--- config.mk ---
export PLATFORM = sky130hd
export DESIGN_NAME = dual_capture_timer
export DESIGN_NICKNAME = d
export VERILOG_FILES = /design/src/rtl/ict_pkg.sv /design/src/rtl/ict_sync.sv /design/src/rtl/ict_edge_filter.sv /design/src/rtl/ict_free_counter.sv /design/src/rtl/ict_capture_chan.sv /design/src/rtl/dual_capture_timer.sv
export SDC_FILE = /design/constraint.sdc
export NUM_CORES = 1
export LEC_CHECK = 0
export CAP_MARGIN = 15
export CORE_MARGIN = 8
export CORE_UTILIZATION = 55
export DETAILED_ROUTE_END_ITERATION = 8
export DONT_BUFFER_PORTS = 1
export GPL_ROUTABILITY_DRIVEN = 0
export PLACE_DENSITY = 0.73
export SYNTH_ARGS = -nofsm -noshare
export SYNTH_HDL_FRONTEND = slang
export SYNTH_SLANG_ARGS = --single-unit
--- constraint.sdc ---
create_clock -name clk -period 1.27 [get_ports clk]
set_input_delay 0 -clock clk [delete_from_list [all_inputs] [get_ports clk]]
set_output_delay 0 -clock clk [all_outputs]
set_load 0.05 [all_outputs]
--- src/rtl/ict_pkg.sv ---
// Package: shared types and helpers for the dual-channel input capture timer.
// Assumes a single clock domain; the edge-select code values are fixed by the
// programming model and must not be reordered.
package ict_pkg;

    typedef enum logic [1:0] {
        EDGE_FALL = 2'b00,
        EDGE_RISE = 2'b01,
        EDGE_OFF  = 2'b10,
        EDGE_BOTH = 2'b11
    } edge_sel_e;

    // Decide whether a confirmed transition to new_level is wanted by sel.
    function automatic logic edge_allowed(input edge_sel_e sel, input logic new_level);
        logic ok;
        case (sel)
            EDGE_FALL: ok = ~new_level;
            EDGE_RISE: ok = new_level;
            EDGE_BOTH: ok = 1'b1;
            default:   ok = 1'b0;
        endcase
        return ok;
    endfunction

endpackage

--- src/rtl/ict_sync.sv ---
// Module: ict_sync
// Brings one asynchronous bit into the clk domain through a flop chain.
// Assumes STAGES >= 2; output lags the pin by STAGES clocks.
module ict_sync #(
    parameter int STAGES = 2
) (
    input  logic clk,
    input  logic rst_n,
    input  logic din,
    output logic dout
);

    logic [STAGES-1:0] chain;

    // Shift the pin level through the synchronizer chain.
    always_ff @(posedge clk) begin
        if (!rst_n) begin
            chain <= '0;
        end else begin
            chain <= {chain[STAGES-2:0], din};
        end
    end

    assign dout = chain[STAGES-1];

endmodule

--- src/rtl/ict_edge_filter.sv ---
// Module: ict_edge_filter
// Samples a synchronized pin on count ticks, accepts a new level only after
// two consecutive equal samples, and flags the accepted transition when the
// edge select wants it. Assumes tick_en is a one-cycle enable.
module ict_edge_filter
    import ict_pkg::*;
(
    input  logic       clk,
    input  logic       rst_n,
    input  logic       run_en,
    input  logic       tick_en,
    input  logic       pin_sync,
    input  logic [1:0] edge_sel,
    output logic       edge_hit
);

    logic      prev_sample;   // pin level seen at the previous tick
    logic      stable_level;  // last level accepted by the filter
    logic      confirmed;     // new level seen at two ticks in a row
    edge_sel_e sel_e;

    assign sel_e     = edge_sel_e'(edge_sel);
    assign confirmed = (pin_sync == prev_sample) && (pin_sync != stable_level);
    assign edge_hit  = run_en && tick_en && confirmed && edge_allowed(sel_e, pin_sync);

    // Track the sample history; while stopped follow the pin directly.
    always_ff @(posedge clk) begin
        if (!rst_n) begin
            prev_sample  <= 1'b0;
            stable_level <= 1'b0;
        end else if (!run_en) begin
            prev_sample  <= pin_sync;
            stable_level <= pin_sync;
        end else if (tick_en) begin
            prev_sample <= pin_sync;
            if (confirmed) begin
                stable_level <= pin_sync;
            end
        end
    end

    // the accepted level only moves on a tick while running.
    assert_level_on_tick_R5: assert property (@(posedge clk) disable iff (!rst_n)
        (run_en && !tick_en) |=> $stable(stable_level));

endmodule

--- src/rtl/ict_free_counter.sv ---
// Module: ict_free_counter
// Free-running up-counter advanced by the count tick, with a sticky wrap flag
// cleared by a write-one strobe. Assumes the counter restarts from zero on
// every run enable.
module ict_free_counter #(
    parameter int WIDTH = 16
) (
    input  logic             clk,
    input  logic             rst_n,
    input  logic             run_en,
    input  logic             tick_en,
    input  logic             ovf_clr,
    output logic [WIDTH-1:0] count,
    output logic             ovf_flag
);

    localparam logic [WIDTH-1:0] CNT_MAX = {WIDTH{1'b1}};

    logic advance;
    logic wrap;

    assign advance = run_en && tick_en;
    assign wrap    = advance && (count == CNT_MAX);

    // Count ticks while running, hold at zero while stopped.
    always_ff @(posedge clk) begin
        if (!rst_n) begin
            count <= '0;
        end else if (!run_en) begin
            count <= '0;
        end else if (advance) begin
            count <= count + 1'b1;
        end
    end

    // Sticky wrap flag; a wrap outranks a simultaneous clear.
    always_ff @(posedge clk) begin
        if (!rst_n) begin
            ovf_flag <= 1'b0;
        end else if (wrap) begin
            ovf_flag <= 1'b1;
        end else if (ovf_clr) begin
            ovf_flag <= 1'b0;
        end
    end

    assert_count_step_R1: assert property (@(posedge clk) disable iff (!rst_n)
        (run_en && tick_en && count != CNT_MAX) |=> count == $past(count) + 1'b1);

    assert_hold_zero_R1: assert property (@(posedge clk) disable iff (!rst_n)
        !run_en |=> count == '0);

    assert_ovf_set_R7: assert property (@(posedge clk) disable iff (!rst_n)
        (run_en && tick_en && count == CNT_MAX) |=> ovf_flag);

    assert_ovf_sticky_R7: assert property (@(posedge clk) disable iff (!rst_n)
        (ovf_flag && !ovf_clr) |=> ovf_flag);

endmodule

--- src/rtl/ict_capture_chan.sv ---
// Module: ict_capture_chan
// Holds one capture register and its request pulse. Assumes load is a
// single-cycle strobe; the request rises in the cycle the register updates.
module ict_capture_chan #(
    parameter int WIDTH = 16
) (
    input  logic             clk,
    input  logic             rst_n,
    input  logic             load,
    input  logic [WIDTH-1:0] count_in,
    output logic [WIDTH-1:0] cap_value,
    output logic             irq
);

    // Latch the count on a load strobe.
    always_ff @(posedge clk) begin
        if (!rst_n) begin
            cap_value <= '0;
        end else if (load) begin
            cap_value <= count_in;
        end
    end

    // Raise the request for one cycle alongside the register update.
    always_ff @(posedge clk) begin
        if (!rst_n) begin
            irq <= 1'b0;
        end else begin
            irq <= load;
        end
    end

    assert_irq_single_R6: assert property (@(posedge clk) disable iff (!rst_n)
        irq |=> !irq);

    assert_cap_quiet_R6: assert property (@(posedge clk) disable iff (!rst_n)
        !irq |-> $stable(cap_value));

endmodule

--- src/rtl/dual_capture_timer.sv ---
// Module: dual_capture_timer
// Two-channel input capture timer on one shared free-running counter. Pin 0
// feeds capture register 1 and pin 1 feeds capture register 0. Assumes
// tick_en comes from a prescaler in the same clock domain.
module dual_capture_timer #(
    parameter int CNT_WIDTH   = 16,
    parameter int SYNC_STAGES = 2
) (
    input  logic                 clk,
    input  logic                 rst_n,
    input  logic                 tick_en,
    input  logic                 run_en,
    input  logic                 cap_pin0,
    input  logic                 cap_pin1,
    input  logic [1:0]           edge_sel0,
    input  logic [1:0]           edge_sel1,
    input  logic                 ovf_clr,
    output logic [CNT_WIDTH-1:0] capture0,
    output logic [CNT_WIDTH-1:0] capture1,
    output logic                 irq0,
    output logic                 irq1,
    output logic                 ovf_flag
);

    localparam int NUM_CH = 2;

    logic [CNT_WIDTH-1:0] count;
    logic [NUM_CH-1:0]    pin_raw;
    logic [NUM_CH-1:0]    pin_sync;
    logic [NUM_CH-1:0]    edge_hit;
    logic [1:0]           sel_arr [NUM_CH];
    logic [CNT_WIDTH-1:0] cap_arr [NUM_CH];
    logic [NUM_CH-1:0]    irq_arr;

    assign pin_raw    = {cap_pin1, cap_pin0};
    assign sel_arr[0] = edge_sel0;
    assign sel_arr[1] = edge_sel1;

    ict_free_counter #(.WIDTH(CNT_WIDTH)) u_counter (
        .clk      (clk),
        .rst_n    (rst_n),
        .run_en   (run_en),
        .tick_en  (tick_en),
        .ovf_clr  (ovf_clr),
        .count    (count),
        .ovf_flag (ovf_flag)
    );

    // Per-pin front end: synchronizer then tick-rate filter and edge select.
    for (genvar ch = 0; ch < NUM_CH; ch++) begin : g_pin
        ict_sync #(.STAGES(SYNC_STAGES)) u_sync (
            .clk   (clk),
            .rst_n (rst_n),
            .din   (pin_raw[ch]),
            .dout  (pin_sync[ch])
        );

        ict_edge_filter u_filter (
            .clk      (clk),
            .rst_n    (rst_n),
            .run_en   (run_en),
            .tick_en  (tick_en),
            .pin_sync (pin_sync[ch]),
            .edge_sel (sel_arr[ch]),
            .edge_hit (edge_hit[ch])
        );
    end

    // Per-register back end: register k is loaded by the opposite pin.
    for (genvar k = 0; k < NUM_CH; k++) begin : g_cap
        ict_capture_chan #(.WIDTH(CNT_WIDTH)) u_cap (
            .clk       (clk),
            .rst_n     (rst_n),
            .load      (edge_hit[NUM_CH-1-k]),
            .count_in  (count),
            .cap_value (cap_arr[k]),
            .irq       (irq_arr[k])
        );
    end

    assign capture0 = cap_arr[0];
    assign capture1 = cap_arr[1];
    assign irq0     = irq_arr[0];
    assign irq1     = irq_arr[1];

    assert_irq0_on_tick_R5: assert property (@(posedge clk) disable iff (!rst_n)
        irq0 |-> $past(tick_en && run_en));

    assert_irq1_on_tick_R5: assert property (@(posedge clk) disable iff (!rst_n)
        irq1 |-> $past(tick_en && run_en));

    assert_stopped_quiet_R8: assert property (@(posedge clk) disable iff (!rst_n)
        !run_en |=> !irq0 && !irq1);

endmodule

==> metrics <==
reg-to-reg startpoint u_counter.count[0]$_SDFFE_PN0P_; Synth area leader dfxtp_1; failing checks setup timing; Worst Tran Pin Value about 0.48 ns; largest net degree at the start of global routing between 50 and 60; Clk pin slew, worst setup/hold paths 0.06 ns; global-route usage over all layers 18.3%; type of the worst min-delay path in2reg; crit end category flip-flop; Die Area 6720 µm²; Worst Path Required 1.54 ns; pwr/cell area slightly above 1000 nW/µm²; final setup fails 16; Leak Pwr 1.22 nW; Final Max Slew Viols 0; Post-route DRC 0; num rows 24; Initial DRC Count 149; startpoint class of the critical path flip-flop; max_slew headroom around two thirds; run status complete, but fails checks; top-area cell type share of the netlist area between 40% and 50%; Worst setup startpoint u_counter.count[0]$_SDFFE_PN0P_; CTS Sinks 59; # port buffers 0; data arrival time of the worst path approximately 1.6 ns; iteration count of the initial detailed-routing pass 4; hold_ws 0.0167 ns; Most used DFF post-synth dfxtp_1; Initial Util 56.2%; die height between 80 and 90 µm; TritonCTS buffer count 9; Post-Synthesis Cells ~250; final antenna-violating net count 0; Antenna Cells 0; Mapped Area approximately 2400 µm²; syn nets 265; leading cell type in the layout, fill and taps excluded nand2_1; asr flop ratio synth 0%; Synth-to-Final Area Change 36.3%; FILL cells approximately 280; Die X roughly 82 µm; drt total wl between 6000 and 7000 µm; Vias per Instance 5.40; Syn Area/Cell approximately 9.5 µm²; GRT overflow 0; Seq/Total Area, Yosys 49.3%; max cap viols 0; fin crit period 1.33 ns; Ys Warns 0; peak supply drop 0.603 mV; final core occ between 70% and 80%; unrepaired setup endpoints after global routing yes; first-pass GRT wire length approximately 9400 µm; WS Path Type reg2reg; Area contributors post-synth dfxtp_1, mux2i_1, nand2_1; Yosys reg bits 59; unique cell type count in the Yosys netlist 36; CTS Root Cell clkbuf_8; Wirelength per Cell 16.1 µm; Vias 2,037; fin crit share 104%; Final Hold Vio Count 0; CTS tree done; Post-DP HPWL 3670 µm; fmax 0.754 GHz; H-tree levels 3; I/O pins 46; CTS max path bufs 2; EDFF count, synth 0; worst-skew pair later-pin latency 0.33 ns; HP Start rst_n; Worst Skew 0.00656 ns; nets@finish 334; final worst slack -0.0569 ns; share of cells above drive strength 1 31.4%; CP max FO 3; core area 4260 µm²; antenna violations before repair 0; most frequent cells in the layout nand2_1, buf_4, dfxtp_1; number of global-route vias before repair 2,015
## cells in the mapped netlist (3+ instances only)
cell / instances
nand3_1: 6
and2_1: 5
nand4_1: 6
mux2i_1: 35
nand2_1: 56
xor2_1: 6
a21oi_1: 5
nor2_1: 20
xnor2_1: 7
buf_4: 3
clkbuf_1: 7
o21ai_0: 4
dfxtp_1: 59
## flip-flops by register name, summed over array words and instances (netlist names)
| name | cells |
|---|---|
| g_cap.u_cap.cap_value | 32 |
| g_cap.u_cap.irq | 2 |
| g_pin.u_filter.prev_sample | 2 |
| g_pin.u_filter.stable_level | 2 |
| g_pin.u_sync.chain | 4 |
| u_counter.count | 16 |
| u_counter.ovf_flag | 1 |
## metal layers
metal / routed length, µm / track usage (%) / vias to the layer above / part of all wire (%)
li1: - / - / 991 / -
met1: 2460 / 20.2 / 960 / 41
met2: 3040 / 31.5 / 78 / 50
met3: 487 / 6.13 / 8 / 8.0
met4: 72 / 7.72 / 0 / 1.2
met5: 0 / 0 / - / 0
## metrics by stage
step / std cells / setup slack [ns] / power [mW] / instance area [µm²] / TNS (ns)
4_1_cts: 375 / -0.0245 / 3.38 / 3180 / -0.0453
3_5_place_dp: 347 / -0.230 / 1.99 / 2850 / -3.61
5_1_grt: 377 / -0.108 / 3.48 / 3270 / -2.09
2_1_floorplan: 253 / -0.00795 / 2.00 / 2430 / -0.00795
3_3_place_gp: 347 / -0.142 / 1.99 / 2850 / -2.47
6_report: 377 / -0.0569 / 3.37 / 3270 / -0.317
## logic make-up after synthesis
family / synth area share, %
xor+xnor: 4.75
mux: 14.6
fa+ha+maj: 0.522
buf+inv: 3.50
compound gates: 4.49
simple gates: 22.8
flops: 49.3
## report_power, final
| group | total [mW] | internal (mW) | switching (mW) | leakage, nW |
|---|---|---|---|---|
| logic | 0.150 | 0.0698 | 0.0807 | 0.667 |
| registers | 1.87 | 1.86 | 0.0103 | 0.483 |
| clock network | 1.35 | 0.691 | 0.660 | 0.0706 |
## worst max-delay path: stages, from the launching register on
cell and delay (ns):
dfxtp_4 0.37, ha_4 0.13, and4_4 0.24, nand2_2 0.06, or3_1 0.33, a21oi_2 0.13
## timing repair
action | 4_1_cts | 5_1_grt
setup buffers | 2 | 1
hold endpoints to repair | 48 | 0
resized for setup | 9 | 17
pin swaps | 8 | 10
cloned | 0 | 1
hold buffers | 12 | 0
setup endpoints to repair | 38 | 44
## cell type report
cell class / count / area, µm² / share of cell area, %
Multi-Input combinational cell: 179 / 1210 / 37.1
Clock buffer: 14 / 143 / 4.37
Inverter: 2 / 7.51 / 0.230
Tap cell: 52 / 65.1 / 1.99
Timing Repair Buffer: 71 / 636 / 19.5
Sequential cell: 59 / 1200 / 36.8
## final timing paths
path / to / slack (ns) / cells past startpoint
max: u_counter.count[14]$_SDFFE_PN0P_ / -0.06 / 5
min: g_cap[1].u_cap.cap_value[14]$_SDFFE_PN0P_ / 0.02 / 3
max reg2reg: u_counter.count[14]$_SDFFE_PN0P_ / -0.06 / 5
min reg2reg: g_cap[1].u_cap.cap_value[0]$_SDFFE_PN0P_ / 0.46 / 2
Note: power is estimated with default switching activity, not from simulation.
